[src/rtl/afuse_pkg.sv]
package afuse_pkg;
    localparam logic [31:0] UNLOCK_KEY = 32'hAB12DFCD;

    localparam logic [3:0] RA_KEY    = 4'd0;
    localparam logic [3:0] RA_PWR    = 4'd1;
    localparam logic [3:0] RA_SETTLE = 4'd2;
    localparam logic [3:0] RA_PULSE  = 4'd3;
    localparam logic [3:0] RA_WORD   = 4'd4;
    localparam logic [3:0] RA_CTRL   = 4'd5;

    typedef enum logic [1:0] {
        S_IDLE,
        S_SETTLE,
        S_PULSE,
        S_DONE
    } seq_state_e;
endpackage

[src/rtl/afuse_cfg.sv]
module afuse_cfg
    import afuse_pkg::*;
#(
    parameter int SETTLE_W   = 24,
    parameter int MIN_SETTLE = 16,
    parameter int PULSE_W    = 16
) (
    input  logic                clk,
    input  logic                rst_n,
    input  logic                wr_en,
    input  logic [3:0]          wr_addr,
    input  logic [31:0]         wr_data,
    output logic                power_on,
    output logic [SETTLE_W-1:0] settle_len,
    output logic [PULSE_W-1:0]  pulse_units,
    output logic [15:0]         word
);
    localparam logic [SETTLE_W-1:0] MIN_S = SETTLE_W'(MIN_SETTLE);

    typedef struct packed {
        logic                unlocked;
        logic                power;
        logic [SETTLE_W-1:0] settle;
        logic [PULSE_W-1:0]  pulse;
        logic [15:0]         word;
    } cfg_t;

    cfg_t cfg_d, cfg_q;

    always_comb begin
        cfg_d = cfg_q;
        if (wr_en) begin
            case (wr_addr)
                RA_KEY: cfg_d.unlocked = (wr_data == UNLOCK_KEY);
                RA_PWR: if (cfg_q.unlocked) begin
                    cfg_d.power    = wr_data[0];
                    cfg_d.unlocked = 1'b0;
                end
                RA_SETTLE: if (cfg_q.unlocked) begin
                    cfg_d.settle   = (wr_data[SETTLE_W-1:0] > MIN_S) ? wr_data[SETTLE_W-1:0] : MIN_S;
                    cfg_d.unlocked = 1'b0;
                end
                RA_PULSE: cfg_d.pulse = cfg_q.pulse | wr_data[PULSE_W-1:0];
                RA_WORD:  cfg_d.word  = wr_data[15:0];
                default: ;
            endcase
        end
    end

    always_ff @(posedge clk) begin
        if (!rst_n) begin
            cfg_q.unlocked <= 1'b0;
            cfg_q.power    <= 1'b0;
            cfg_q.settle   <= MIN_S;
            cfg_q.pulse    <= '0;
            cfg_q.word     <= '0;
        end else begin
            cfg_q <= cfg_d;
        end
    end

    assign power_on    = cfg_q.power;
    assign settle_len  = cfg_q.settle;
    assign pulse_units = cfg_q.pulse;
    assign word        = cfg_q.word;

    a_r4_settle_floor: assert property (@(posedge clk) disable iff (!rst_n)
        cfg_q.settle >= MIN_S);

    a_r5_pulse_only_grows: assert property (@(posedge clk) disable iff (!rst_n)
        wr_en && wr_addr == RA_PULSE |=> (cfg_q.pulse & $past(cfg_q.pulse)) == $past(cfg_q.pulse));

    a_r2_locked_power_kept: assert property (@(posedge clk) disable iff (!rst_n)
        wr_en && wr_addr == RA_PWR && !cfg_q.unlocked |=> $stable(cfg_q.power));
endmodule

[src/rtl/afuse_seq.sv]
module afuse_seq
    import afuse_pkg::*;
#(
    parameter int SETTLE_W     = 24,
    parameter int PULSE_W      = 16,
    parameter int CYC_PER_10NS = 1,
    parameter int DEPTH        = 8,
    parameter int ADDR_W       = 3
) (
    input  logic                clk,
    input  logic                rst_n,
    input  logic                start_req,
    input  logic                power_on,
    input  logic [SETTLE_W-1:0] settle_len,
    input  logic [PULSE_W-1:0]  pulse_units,
    input  logic [15:0]         word,
    output logic                busy,
    output logic                prog_en,
    output logic [ADDR_W-1:0]   prog_addr,
    output logic [7:0]          prog_data
);
    localparam int CNT_W = ((SETTLE_W > PULSE_W) ? SETTLE_W : PULSE_W) + 8;

    typedef struct packed {
        seq_state_e         state;
        logic [CNT_W-1:0]   cnt;
        logic               settled;
        logic [ADDR_W-1:0]  addr;
        logic [7:0]         data;
    } seq_t;

    seq_t seq_d, seq_q;
    logic [CNT_W-1:0] pulse_len;
    logic [CNT_W-1:0] cnt_inc;
    logic             start_ok;

    always_comb begin
        pulse_len = CNT_W'(pulse_units) * CNT_W'(CYC_PER_10NS);
        cnt_inc   = seq_q.cnt + 1'b1;
        start_ok  = start_req && seq_q.state == S_IDLE && power_on && (word[15:8] < 8'(DEPTH));
        seq_d     = seq_q;
        case (seq_q.state)
            S_IDLE: if (start_ok) begin
                seq_d.addr  = word[8 +: ADDR_W];
                seq_d.data  = word[7:0];
                seq_d.cnt   = '0;
                seq_d.state = seq_q.settled ? S_PULSE : S_SETTLE;
            end
            S_SETTLE: if (cnt_inc >= CNT_W'(settle_len)) begin
                seq_d.state   = S_PULSE;
                seq_d.cnt     = '0;
                seq_d.settled = 1'b1;
            end else begin
                seq_d.cnt = cnt_inc;
            end
            S_PULSE: if (cnt_inc >= pulse_len) begin
                seq_d.state = S_DONE;
            end else begin
                seq_d.cnt = cnt_inc;
            end
            default: seq_d.state = S_IDLE;
        endcase
        if (!power_on) seq_d.settled = 1'b0;
    end

    always_ff @(posedge clk) begin
        if (!rst_n) begin
            seq_q.state   <= S_IDLE;
            seq_q.cnt     <= '0;
            seq_q.settled <= 1'b0;
            seq_q.addr    <= '0;
            seq_q.data    <= '0;
        end else begin
            seq_q <= seq_d;
        end
    end

    assign busy      = (seq_q.state != S_IDLE);
    assign prog_en   = (seq_q.state == S_DONE);
    assign prog_addr = seq_q.addr;
    assign prog_data = seq_q.data;

    a_r10_target_held: assert property (@(posedge clk) disable iff (!rst_n)
        busy && start_req |=> $stable(seq_q.addr) && $stable(seq_q.data));

    a_r9_bad_addr_idle: assert property (@(posedge clk) disable iff (!rst_n)
        seq_q.state == S_IDLE && start_req && word[15:8] >= 8'(DEPTH) |=> seq_q.state == S_IDLE);

    a_r8_unpowered_idle: assert property (@(posedge clk) disable iff (!rst_n)
        seq_q.state == S_IDLE && !power_on |=> seq_q.state == S_IDLE);

    a_r12_power_off_forgets: assert property (@(posedge clk) disable iff (!rst_n)
        !power_on |=> !seq_q.settled);
endmodule

[src/rtl/afuse_array.sv]
module afuse_array #(
    parameter int DEPTH  = 8,
    parameter int ADDR_W = 3
) (
    input  logic               clk,
    input  logic               rst_n,
    input  logic               prog_en,
    input  logic [ADDR_W-1:0]  prog_addr,
    input  logic [7:0]         prog_data,
    output logic [DEPTH*8-1:0] cells
);
    logic [7:0] mem_d [DEPTH];
    logic [7:0] mem_q [DEPTH];

    always_comb begin
        for (int i = 0; i < DEPTH; i++) begin
            mem_d[i] = mem_q[i];
            if (prog_en && prog_addr == ADDR_W'(i)) mem_d[i] = mem_q[i] | prog_data;
        end
    end

    always_ff @(posedge clk) begin
        for (int i = 0; i < DEPTH; i++) begin
            if (!rst_n) mem_q[i] <= '0;
            else        mem_q[i] <= mem_d[i];
        end
    end

    for (genvar g = 0; g < DEPTH; g++) begin : g_cell
        assign cells[g*8 +: 8] = mem_q[g];

        a_r7_no_unprogram: assert property (@(posedge clk) disable iff (!rst_n)
            ($past(mem_q[g]) & ~mem_q[g]) == 8'h00);
    end
endmodule

[src/rtl/afuse_prog_ctrl.sv]
module afuse_prog_ctrl
    import afuse_pkg::*;
#(
    parameter int DEPTH      = 8,
    parameter int SETTLE_W   = 24,
    parameter int MIN_SETTLE = 16,
    parameter int PULSE_W    = 16,
    parameter int CLK_MHZ    = 100
) (
    input  logic        clk,
    input  logic        rst_n,
    input  logic        reg_wr,
    input  logic [3:0]  reg_waddr,
    input  logic [31:0] reg_wdata,
    input  logic [3:0]  reg_raddr,
    output logic [31:0] reg_rdata,
    output logic        prog_busy
);
    localparam int ADDR_W       = (DEPTH > 1) ? $clog2(DEPTH) : 1;
    localparam int CYC_PER_10NS = (CLK_MHZ >= 200) ? (CLK_MHZ / 100) : 1;

    logic                power_on;
    logic [SETTLE_W-1:0] settle_len;
    logic [PULSE_W-1:0]  pulse_units;
    logic [15:0]         word;
    logic                start_req;
    logic                prog_en;
    logic [ADDR_W-1:0]   prog_addr;
    logic [7:0]          prog_data;
    logic [DEPTH*8-1:0]  cells;

    assign start_req = reg_wr && reg_waddr == RA_CTRL && reg_wdata[0];

    afuse_cfg #(
        .SETTLE_W  (SETTLE_W),
        .MIN_SETTLE(MIN_SETTLE),
        .PULSE_W   (PULSE_W)
    ) u_cfg (
        .clk        (clk),
        .rst_n      (rst_n),
        .wr_en      (reg_wr),
        .wr_addr    (reg_waddr),
        .wr_data    (reg_wdata),
        .power_on   (power_on),
        .settle_len (settle_len),
        .pulse_units(pulse_units),
        .word       (word)
    );

    afuse_seq #(
        .SETTLE_W    (SETTLE_W),
        .PULSE_W     (PULSE_W),
        .CYC_PER_10NS(CYC_PER_10NS),
        .DEPTH       (DEPTH),
        .ADDR_W      (ADDR_W)
    ) u_seq (
        .clk        (clk),
        .rst_n      (rst_n),
        .start_req  (start_req),
        .power_on   (power_on),
        .settle_len (settle_len),
        .pulse_units(pulse_units),
        .word       (word),
        .busy       (prog_busy),
        .prog_en    (prog_en),
        .prog_addr  (prog_addr),
        .prog_data  (prog_data)
    );

    afuse_array #(
        .DEPTH (DEPTH),
        .ADDR_W(ADDR_W)
    ) u_array (
        .clk      (clk),
        .rst_n    (rst_n),
        .prog_en  (prog_en),
        .prog_addr(prog_addr),
        .prog_data(prog_data),
        .cells    (cells)
    );

    always_comb begin
        reg_rdata = '0;
        if (reg_raddr[3]) begin
            for (int i = 0; i < DEPTH && i < 8; i++) begin
                if (reg_raddr[2:0] == 3'(i)) reg_rdata[7:0] = cells[i*8 +: 8];
            end
        end else begin
            case (reg_raddr)
                RA_PWR:    reg_rdata[0]          = power_on;
                RA_SETTLE: reg_rdata[SETTLE_W-1:0] = settle_len;
                RA_PULSE:  reg_rdata[PULSE_W-1:0]  = pulse_units;
                RA_WORD:   reg_rdata[15:0]       = word;
                RA_CTRL:   reg_rdata[2]          = prog_busy;
                default: ;
            endcase
        end
    end
endmodule

[config.mk]
export PLATFORM = sky130hd
export DESIGN_NAME = afuse_prog_ctrl
export DESIGN_NICKNAME = d
export VERILOG_FILES = /design/src/rtl/afuse_pkg.sv /design/src/rtl/afuse_cfg.sv /design/src/rtl/afuse_seq.sv /design/src/rtl/afuse_array.sv /design/src/rtl/afuse_prog_ctrl.sv
export SDC_FILE = /design/constraint.sdc
export NUM_CORES = 1
export LEC_CHECK = 0
export ABC_AREA = 1
export BUFFER_PORTS_ARGS = -buffer_cell sky130_fd_sc_hd__buf_4
export CORE_MARGIN = 2
export CORE_UTILIZATION = 30
export CTS_CLUSTER_DIAMETER = 30
export DETAILED_ROUTE_END_ITERATION = 10
export PLACE_DENSITY = 0.55
export SETUP_SLACK_MARGIN = 0.02
export SYNTH_ARGS = -nofsm -noshare
export SYNTH_HDL_FRONTEND = slang
export SYNTH_SLANG_ARGS = --single-unit
export TNS_END_PERCENT = 1
[constraint.sdc]
create_clock -name clk -period 4.8 [get_ports clk]
set_clock_uncertainty 0.2 [all_clocks]
set_input_delay 0.24 -clock clk [delete_from_list [all_inputs] [get_ports clk]]
set_output_delay 0.24 -clock clk [all_outputs]
set_load 0.05 [all_outputs]
==> run metrics <==
core box area between 0.03 and 0.04 mm^2; worst vdd ir roughly 0.00018 V; critical-path cell list ha_1 -> nand2_2 -> nor2_8 -> nand3_2 -> nor2_2 -> xor2_1 -> inv_1 -> ha_1 -> nand2_1 -> o21a_1 -> nand3_1 -> nor2_1 -> nand3_1 -> nor2_2 -> nand2_2 -> nand2_4 -> nand2_4 -> inv_2 -> nor3_1; CP required 4.91 ns; Vias/cell slightly below 5; final setup vio count 0; Worst Reg-to-Reg Cells 19; Starting Density 0.302; R2R Path Start u_seq.seq_q[12]$_SDFFE_PN0P_; H-tree depth 4; Crit Path Class register to register; routed wire length approximately 28,000 um; largest net degree at the start of global routing 50; share of layout cells above drive strength 1 0.101; post-synthesis mux area share 0; Synth Area in Compound Gates 0.172; Leakage about 4.3 nW; clk buf depth 2; R2R setup slack ~1.1 ns; commonest non-fill, non-tap cell in the layout nand2_1; adder-cell area share of the yosys netlist 0.0627; DR vias 8,762; CTS tree built; Max Clk Rate about 0.27 GHz; # rows between 60 and 70; Final period util 0.778; Syn-to-layout area delta 18.9%; Top delay family on crit path simple AND/OR/NAND/NOR gates; vias in the first global route 8,186; # diodes 0; Total Nets Final roughly 1,500; detailed-route DRC error count 0; WP data arrival 3.84 ns; Synth Warn # 0; sequential share of the synthesized area 0.367; CTS buffer count 17; Crit Path Max Fanout 25; IO Port Bufs 67; most frequent cells in the layout nand2_1, inv_1, a21oi_1; drt wl/cell approximately 15 um; number of synthesized flops with an enable pin 0; Yosys cell types 43; register bit total from synthesis roughly 170; antenna violations before repair 0; Sink Count around 170; Async SR Flop Fraction 0; Final Hold Fails 0; Root Buffer clkbuf_16; CP max-delay cell dfxtp_1; Primary FF master, synth dfxtp_1; Least-Margin Pin Slew 1.13 ns; DPL Wire Length about 21,000 um; syn_area_per_cell around 6.9 um^2; clk slew on worst S/H paths ~0.080 ns; die height ~180 um; Mapped Cells approximately 1,300; Relative slew margins 0.247; # IOs 76; crit path buf inv count 2; First-pass DRT Iterations 5; Worst Setup End Kind register; Die ar. between 0.03 and 0.04 mm^2; status finished clean; first-pass GRT wire length between 40,000 and 50,000 um; Crit path depth 19; Pwr Total slightly above 3 mW; Setup crit start kind register; GR Overflow Total 0; Synth Area in XOR/XNOR 0.0134; largest family of logic cells by synthesized area simple AND/OR/NAND/NOR gates; CP max stage delay 0.45 ns; Cell Area, Synth 0.00917 mm^2; Hold/Removal Path Class primary input to register; Pins Over Slew Limit 0; Post-Synth Simple-Gate Area 0.264; RePlAce Congestion between 0.8 and 0.9; reg2reg end u_seq.seq_q[43]$_SDFFE_PN0P_; setup TNS 0 ns; remaining antenna violation count 0; die width around 180 um; hold depth 5; Final min period between 3 and 4 ns; Hold Path Origin reg_waddr[3]; Iter 0 DRT Violations between 500 and 600; Worst Hold End u_cfg.word[12]$_SDFFE_PN0P_; fin util 0.359; GRT Total Usage 0.178; PwrDens approximately 280 mW/mm^2; clk_lat worst skew approximately 0.44 ns; RSZ-0062 raised after global routing no; Max Cap Viol 0
## per-layer routing
metal  up-vias  wire (um)  track usage
met5         -          0            0
met4         0        555       0.0556
met3        33       1390       0.0314
met2       241      13200        0.296
met1      4020      12500        0.234
li1       4468          -            -
## metrics by stage
stage                     instances  instance area, um^2  hold WS, ns  setup slack [ns]
after floorplan                1340                 9200        0.168              1.80
after global placement         1755                 9980        0.236              1.18
after detailed placement       1755                 9980        0.240              1.10
after CTS                      1818                10900       0.0287              1.07
after global routing           1818                10900       0.0583             0.613
final                          1818                10900       0.0386              1.06
## area by class of cell
class                   instances  area, um^2
fillers                      3230       19400
multi-input cells             898        4740
flip-flops and latches        168        3360
repair buffers                107         881
inverters                     217         816
well taps                     396         495
clock buffers                  18         439
clock inverters                14         180
## cell families after synthesis
kind of cell               after synthesis
adders and majority gates               46
xor gates and xnor gates                14
and+or+nand+nor                        547
AOI/OAI and AO/OA                      283
other                                    1
buffers and inverters                  274
DFF                                    168
## worst max path at each step
stage                                       startpoint                      endpoint  slack, ns
after floorplan           u_seq.seq_q[12]$_SDFFE_PN0P_  u_seq.seq_q[16]$_SDFFE_PN0P_       1.80
after global placement    u_seq.seq_q[12]$_SDFFE_PN0P_  u_seq.seq_q[37]$_SDFFE_PN0P_       1.18
after detailed placement  u_seq.seq_q[12]$_SDFFE_PN0P_  u_seq.seq_q[43]$_SDFFE_PN0P_       1.10
after CTS                 u_seq.seq_q[12]$_SDFFE_PN0P_  u_seq.seq_q[43]$_SDFFE_PN0P_       1.07
after global routing      u_seq.seq_q[12]$_SDFFE_PN0P_  u_seq.seq_q[43]$_SDFFE_PN0P_       0.61
final                     u_seq.seq_q[12]$_SDFFE_PN0P_  u_seq.seq_q[43]$_SDFFE_PN0P_       1.06
## cells in the mapped netlist, types with 19 or more instances
library cell | number | share of area
dfxtp_1 | 168 | 0.37
nor3_1 | 20 | 0.011
o221ai_1 | 19 | 0.018
nand4_1 | 41 | 0.028
nor2_1 | 127 | 0.052
inv_1 | 209 | 0.086
o21ai_0 | 52 | 0.028
nand2_1 | 296 | 0.12
ha_1 | 46 | 0.063
nand3_1 | 24 | 0.013
a21oi_1 | 175 | 0.095
clkbuf_1 | 34 | 0.014
## registers in the layout (all words and copies together) (netlist names)
| register | count |
|---|---|
| u_seq.seq_q | 35 |
| u_array.mem_q | 64 |
| u_cfg.power_on | 1 |
| u_seq.prog_data | 8 |
| u_cfg.cfg_q | 1 |
| u_cfg.pulse_units | 16 |
| u_seq.prog_addr | 3 |
| u_cfg.settle_len | 24 |
| u_cfg.word | 16 |
## repair_timing
| item | CTS | global route |
|---|---|---|
| hold endpoints to repair | 58 | 0 |
| setup buffers | 0 | 0 |
| hold buffers | 31 | 0 |
| gates resized for setup | 0 | 0 |
## worst reg2reg max path, cell delays in order (launching register included)
cell and delay, ns:
dfxtp_1 0.45, ha_1 0.23, nand2_2 0.10, nor2_8 0.16, nand3_2 0.13, nor2_2 0.16
xor2_1 0.23, inv_1 0.11, ha_1 0.29, nand2_1 0.09, o21a_1 0.16, nand3_1 0.08
nor2_1 0.09, nand3_1 0.10, nor2_2 0.15, nand2_2 0.08, nand2_4 0.26, nand2_4 0.27
inv_2 0.22, nor3_1 0.06
## power by group
| part | internal [mW] | switching [mW] | total, mW |
|---|---|---|---|
| clock network | 0.763 | 0.682 | 1.44 |
| registers | 1.40 | 0.00409 | 1.40 |
| logic | 0.0617 | 0.126 | 0.188 |
(Power assumes the default switching activity.)
